### config.mk
export PLATFORM = sky130hd
export DESIGN_NAME = vnarrow_unit
export DESIGN_NICKNAME = d
export VERILOG_FILES = /design/src/rtl/vn_pkg.sv /design/src/rtl/vn_lane.sv /design/src/rtl/vn_lane_bank.sv /design/src/rtl/vn_place.sv /design/src/rtl/vn_sticky.sv /design/src/rtl/vnarrow_unit.sv
export SDC_FILE = /design/constraint.sdc
export NUM_CORES = 1
export LEC_CHECK = 0
export ABC_AREA = 0
export BUFFER_PORTS_ARGS = -buffer_cell sky130_fd_sc_hd__buf_4
export CORE_AREA = 2 2 129 131
export DETAILED_ROUTE_END_ITERATION = 12
export DIE_AREA = 0 0 131 133
export PLACE_DENSITY = 0.79
export SLEW_MARGIN = 20
export SYNTH_ARGS = -nofsm -noshare
export SYNTH_HDL_FRONTEND = slang
export SYNTH_SLANG_ARGS = --single-unit
### constraint.sdc
create_clock -name clk -period 2.8 [get_ports clk]
set_clock_uncertainty 0.2 [all_clocks]
set_input_delay 0.28 -clock clk [delete_from_list [all_inputs] [get_ports clk]]
set_output_delay 0.28 -clock clk [all_outputs]
set_load 0.05 [all_outputs]
### src/rtl/vn_pkg.sv
package vn_pkg;

  // Narrowing mode encoding, shared by the lanes and the top level
  typedef enum logic [1:0] {
    NM_TRUNC = 2'd0,
    NM_SS    = 2'd1,
    NM_SU    = 2'd2,
    NM_UU    = 2'd3
  } nmode_t;

  // Number of source element sizes the unit supports (16, 32, 64)
  localparam int N_SZ = 3;
  localparam int BASE_ELEM_W = 16;

  // Map the size code onto a bank index; code 3 aliases the widest bank
  function automatic logic [1:0] size_to_bank(input logic [1:0] code);
    logic [1:0] idx;
    case (code)
      2'd0:    idx = 2'd0;
      2'd1:    idx = 2'd1;
      default: idx = 2'd2;
    endcase
    return idx;
  endfunction

endpackage

### src/rtl/vn_lane.sv
module vn_lane
  import vn_pkg::*;
#(
  parameter int SRC_W = 16
) (
  input  nmode_t               mode,
  input  logic [SRC_W-1:0]     src,
  output logic [SRC_W/2-1:0]   res,
  output logic                 sat
);

  localparam int DST_W = SRC_W / 2;

  // Source fits in the narrow signed type: all bits from DST_W-1 upward agree
  function automatic logic fits_signed(input logic [SRC_W-1:0] v);
    logic [SRC_W-DST_W:0] top;
    top = v[SRC_W-1:DST_W-1];
    return (top == '0) || (top == '1);
  endfunction

  // Source fits in the narrow unsigned type: upper half is all zero
  function automatic logic fits_unsigned(input logic [SRC_W-1:0] v);
    return v[SRC_W-1:DST_W] == '0;
  endfunction

  function automatic logic [DST_W-1:0] signed_limit(input logic neg);
    return neg ? {1'b1, {(DST_W-1){1'b0}}} : {1'b0, {(DST_W-1){1'b1}}};
  endfunction

  // Named internal events
  logic is_neg;
  logic fit_s;
  logic fit_u;
  logic [DST_W-1:0] lo_half;

  assign is_neg  = src[SRC_W-1];
  assign fit_s   = fits_signed(src);
  assign fit_u   = fits_unsigned(src);
  assign lo_half = src[DST_W-1:0];

  always_comb begin
    res = lo_half;
    sat = 1'b0;
    case (mode)
      NM_SS: begin
        if (!fit_s) begin
          sat = 1'b1;
          res = signed_limit(is_neg);
        end
      end
      NM_SU: begin
        if (is_neg) begin
          sat = 1'b1;
          res = '0;
        end else if (!fit_u) begin
          sat = 1'b1;
          res = '1;
        end
      end
      NM_UU: begin
        if (!fit_u) begin
          sat = 1'b1;
          res = '1;
        end
      end
      default: begin
        res = lo_half;
        sat = 1'b0;
      end
    endcase
  end

  always_comb begin

    if (mode == NM_SS && sat)
      ss_clamp_sign_chk: assert (res[DST_W-1] == src[SRC_W-1])
        else $error("signed clamp picked the wrong limit");

    if (mode == NM_SU && src[SRC_W-1])
      su_neg_zero_chk: assert (res == '0)
        else $error("negative source did not clamp to zero");

    if (mode == NM_UU && sat)
      uu_clamp_max_chk: assert (&res)
        else $error("unsigned clamp is not all ones");
  end

endmodule

### src/rtl/vn_lane_bank.sv
module vn_lane_bank
  import vn_pkg::*;
#(
  parameter int VEC_W = 128,
  parameter int SRC_W = 16
) (
  input  nmode_t               mode,
  input  logic [VEC_W-1:0]     src,
  output logic [VEC_W/2-1:0]   res,
  output logic                 sat_any
);

  localparam int DST_W   = SRC_W / 2;
  localparam int N_LANES = VEC_W / SRC_W;

  logic [N_LANES-1:0] lane_sat;

  for (genvar i = 0; i < N_LANES; i++) begin : g_lane
    vn_lane #(.SRC_W(SRC_W)) u_lane (
      .mode (mode),
      .src  (src[i*SRC_W +: SRC_W]),
      .res  (res[i*DST_W +: DST_W]),
      .sat  (lane_sat[i])
    );
  end

  assign sat_any = |lane_sat;

endmodule

### src/rtl/vn_place.sv
module vn_place #(
  parameter int VEC_W = 128
) (
  input  logic [VEC_W/2-1:0] narrow,
  input  logic [VEC_W/2-1:0] keep_lo,
  input  logic               upper,
  output logic [VEC_W-1:0]   dst
);

  localparam int HALF = VEC_W / 2;

  always_comb begin
    if (upper) dst = {narrow, keep_lo};
    else       dst = {{HALF{1'b0}}, narrow};
  end

endmodule

### src/rtl/vn_sticky.sv
module vn_sticky (
  input  logic clk,
  input  logic rst_n,
  input  logic op_en,
  input  logic sat_evt,
  input  logic sat_clr,
  output logic flag
);

  logic set_now;
  assign set_now = op_en & sat_evt;

  always_ff @(posedge clk or negedge rst_n) begin
    if (!rst_n) flag <= 1'b0;
    else        flag <= (flag & ~sat_clr) | set_now;
  end


  sticky_set_chk: assert property (@(posedge clk) disable iff (!rst_n)
    set_now |=> flag);


  sticky_hold_chk: assert property (@(posedge clk) disable iff (!rst_n)
    (flag && !sat_clr) |=> flag);


  sticky_clear_chk: assert property (@(posedge clk) disable iff (!rst_n)
    (sat_clr && !set_now) |=> !flag);


  idle_stable_chk: assert property (@(posedge clk) disable iff (!rst_n)
    (!op_en && !sat_clr) |=> $stable(flag));

endmodule

### src/rtl/vnarrow_unit.sv
module vnarrow_unit
  import vn_pkg::*;
#(
  parameter int VEC_W = 128
) (
  input  logic               clk,
  input  logic               rst_n,
  input  logic [VEC_W-1:0]   src_vec,
  input  logic [VEC_W/2-1:0] dst_keep,
  input  logic [1:0]         elem_sz,
  input  logic [1:0]         mode,
  input  logic               upper_sel,
  input  logic               op_en,
  input  logic               sat_clr,
  output logic [VEC_W-1:0]   dst_out,
  output logic               sat_flag
);

  localparam int HALF = VEC_W / 2;

  nmode_t mode_e;
  assign mode_e = nmode_t'(mode);

  logic [HALF-1:0] bank_res [N_SZ];
  logic            bank_sat [N_SZ];

  // One bank of lanes per element size; all run in parallel
  for (genvar g = 0; g < N_SZ; g++) begin : g_bank
    vn_lane_bank #(
      .VEC_W (VEC_W),
      .SRC_W (BASE_ELEM_W << g)
    ) u_bank (
      .mode    (mode_e),
      .src     (src_vec),
      .res     (bank_res[g]),
      .sat_any (bank_sat[g])
    );
  end

  logic [1:0]      bank_idx;
  logic [HALF-1:0] sel_res;
  logic            sel_sat;

  assign bank_idx = size_to_bank(elem_sz);

  always_comb begin
    sel_res = bank_res[0];
    sel_sat = bank_sat[0];
    for (int b = 1; b < N_SZ; b++) begin
      if (bank_idx == b[1:0]) begin
        sel_res = bank_res[b];
        sel_sat = bank_sat[b];
      end
    end
  end

  vn_place #(.VEC_W(VEC_W)) u_place (
    .narrow  (sel_res),
    .keep_lo (dst_keep),
    .upper   (upper_sel),
    .dst     (dst_out)
  );

  vn_sticky u_sticky (
    .clk     (clk),
    .rst_n   (rst_n),
    .op_en   (op_en),
    .sat_evt (sel_sat),
    .sat_clr (sat_clr),
    .flag    (sat_flag)
  );


  lower_clear_chk: assert property (@(posedge clk) disable iff (!rst_n)
    !upper_sel |-> (dst_out[VEC_W-1:HALF] == '0));


  upper_keep_chk: assert property (@(posedge clk) disable iff (!rst_n)
    upper_sel |-> (dst_out[HALF-1:0] == dst_keep));


  trunc_no_sat_chk: assert property (@(posedge clk) disable iff (!rst_n)
    (mode_e == NM_TRUNC) |-> !sel_sat);


  lower_match_chk: assert property (@(posedge clk) disable iff (!rst_n)
    !upper_sel |-> (dst_out[HALF-1:0] == sel_res));

endmodule

==> metrics.yaml <==
status: "finished, violations left"
violations: "negative setup slack"
max-vdd-ir-drop_uv: 169
syn2layout_area_growth_pct: 131
largest_reg_flops: 1
fillers: 872
worstHoldPathCells: 2
dp.final_hpwl_mm: 28.0
crit_type: "input port to output port"
antenna_found_initial: 1
arrival_ns: 2.70
hold_viol: 0
final_cell_mix: "buf_4, buf_6, nor2_1, nand2_1, o21ai_0"
grt_pass1_vias: 11839
synth_top_area_cell: "o21ai_0"
worstPathCellList: "buf_6 -> or4_4 -> or4_4 -> o21ai_1 -> buf_4 -> or4b_4 -> a21oi_4 -> o31ai_4 -> buf_6"
detail_route.wl_per_cell_um: 25.8
pwr-share-seq_pct: 0.5
routed_via_density: 7.05
synth_area_um2: 6010
ys_types: 76
drt_iter0_drc: 2273
hold_class: "input port to flop"
die_area_um2: 17400
synth.area.top_cells: "o21ai_0, nor2_1, a21oi_1"
die_w_um: 131
setup_viol: 127
synth_edf_count: 0
rows: 47
tightest_slew_ns: 1.02
ys_ff_latch: 1
post-route-min-period_ns: 3.18
drt_pass1_iterations: 8
grt_pass1_wl_mm: 61.1
clock_latency_ns: 0
timing.final.ws_setup_ns: -0.384
synth_nets: 1221
cp.buffers_inverters: 3
synthCells: 1020
async_reset_ff_share_pct: 100
cts.reportedPaths.clkPinSlew_ns: 0
start_kind: "input port"
required_ns: 2.32
avgSynthCellArea_um2: 5.89
p_leak_nw: 5.62
clockPowerShare_pct: 0
p_sw_mw: 1.93
p_total_mw: 3.24
fin_crit_sh_pct: 114
layout.nets: 1789
pin_count: 330
cp-end-kind: "output port"
rsz0062_at_grt: "true"
vias: 12746
drive_gt1_share_pct: 60.6
drv_slew: 0
grt.overflow.total: 0
max_flop_register: "u_sticky.flag"
critPathLaunch: "src_vec[108]"
place_congestion: 1.02
initial_core_util_pct: 37.2
slowest_delay_ns: 0.56
crit_family: "simple AND/OR/NAND/NOR gates"
combPwrFrac_pct: 99.5
antenna_left: 0
portBuffers: 329
min_from: "sat_clr"
cp_max_fo: 3
yosysTopAreaCellShare_pct: 9.99
slew_headroom_pct: 31.2
grtUsageTotal_pct: 43.4
drc: 0
multi_input_area_um2: 7790
powerDensity_nw_per_um2: 233
ys_warn_count: 0
rr_worst_depth: 2
path_depth: 9
final_common_cell: "buf_4"
ff_latch_area_um2: 25.0
utilization_pct: 85.9
chipHeight_um: 133
ys_seq_area_share_pct: 0.416
place_worst_setup_slack_ns: -0.493
internal_power_mw: 1.31
ys.flop_type: "dfrtp_1"
p_sw_share_pct: 59.6
core_um2: 16200
timing.rr.start: "u_sticky.flag"
postRouteWirelength_mm: 46.6
grt_max_degree: 41
top_regs: "u_sticky.flag x1"
cpMaxStageDelayCell: "or4_4"
max_freq_ghz: 0.314
maxCapViolations: 0
-- per-layer routing --
layer | wire length, um | part of all wire (%) | vias up | GRT usage [%]
li1 | - | - | 5163 | -
met1 | 15500 | 33 | 5777 | 50.5
met2 | 21200 | 45 | 1348 | 73.0
met3 | 5660 | 12 | 458 | 8.29
met4 | 4320 | 9.3 | 0 | 25.7
met5 | 0 | 0 | - | 0
-- repair_timing --
action / 4_1_cts / 5_1_grt
gates resized for setup: 336 / 173
buffers inserted: 31 / 23
gates cloned: 2 / 2
endpoints found under the hold margin: 1 / 0
pin swaps: 115 / 90
setup endpoints to repair: 127 / 129
hold buffers: 1 / 0
-- Yosys cell counts, drive strengths merged (4+ instances only) --
cell type and instances:
and2 29, o31ai 16, nor2b 15, o211ai 32
o31a 5, nor4 26, o311ai 6, nor2 125
nand4 29, inv 28, mux2i 12, and3 9
o21ai 127, nand3 12, o2111ai 9, a2bb2oi 8
buf 16, a311oi 8, nand2b 11, or4 10
o21a 20, nor3 39, a2111oi 15, nand2 98
a221oi 20, clkbuf 64, a211o 6, a21oi 85
a221o 4, a31oi 37, a41oi 13, a211oi 21
mux2 19
-- path summary, 6_finish.rpt --
check	end	slack [ns]
worst max-delay path	dst_out[51]	-0.38
worst min-delay path	u_sticky.flag	0.29
worst max register to register	u_sticky.flag	1.96
worst min register to register	u_sticky.flag	0.35
max in group asynchronous	u_sticky.flag	1.91
min in group asynchronous	u_sticky.flag	0.41
-- through the flow --
step | instances | instance area (um^2) | setup TNS [ns] | hold WS [ns]
floorplan | 1020 | 6820 | -11.42 | -0.216
global placement | 1753 | 11300 | -34.62 | -0.145
detailed placement | 1753 | 11300 | -37.63 | -0.144
CTS | 1787 | 12900 | -22.59 | 0.276
global route | 1806 | 13900 | -34.78 | 0.288
finish | 1807 | 13900 | -31.90 | 0.285
-- kinds of logic (layout without fill, tap and decap cells) --
kind of cell	Yosys count	in the layout	synth area share (%)
and+or+nand+nor	414	415	35.2
DFF	1	1	0.416
muxes	31	31	5.56
other	0	1	0
AOI/OAI and AO/OA	465	465	51.6
buffers and inverters	109	674	7.26
-- power by group through the flow --
stage	Sequential, mW	Clock (mW)	Combinational (mW)
after global placement	0.0171	0	2.55
after detailed placement	0.0171	0	2.58
final	0.0171	0.0000000136	3.22
after CTS	0.0171	0	2.89
after floorplan	0.0227	0	1.54
after global routing	0.0174	0	3.30
-- area by class of cell --
cell class / instances / area share (%)
multi-input combinational: 911 / 56.1
inverter: 29 / 0.820
timing repair buffer: 645 / 40.9
sequential: 1 / 0.180
antenna: 1 / 0.0180
tap: 220 / 1.98
Power figures use the tool's default switching activity.
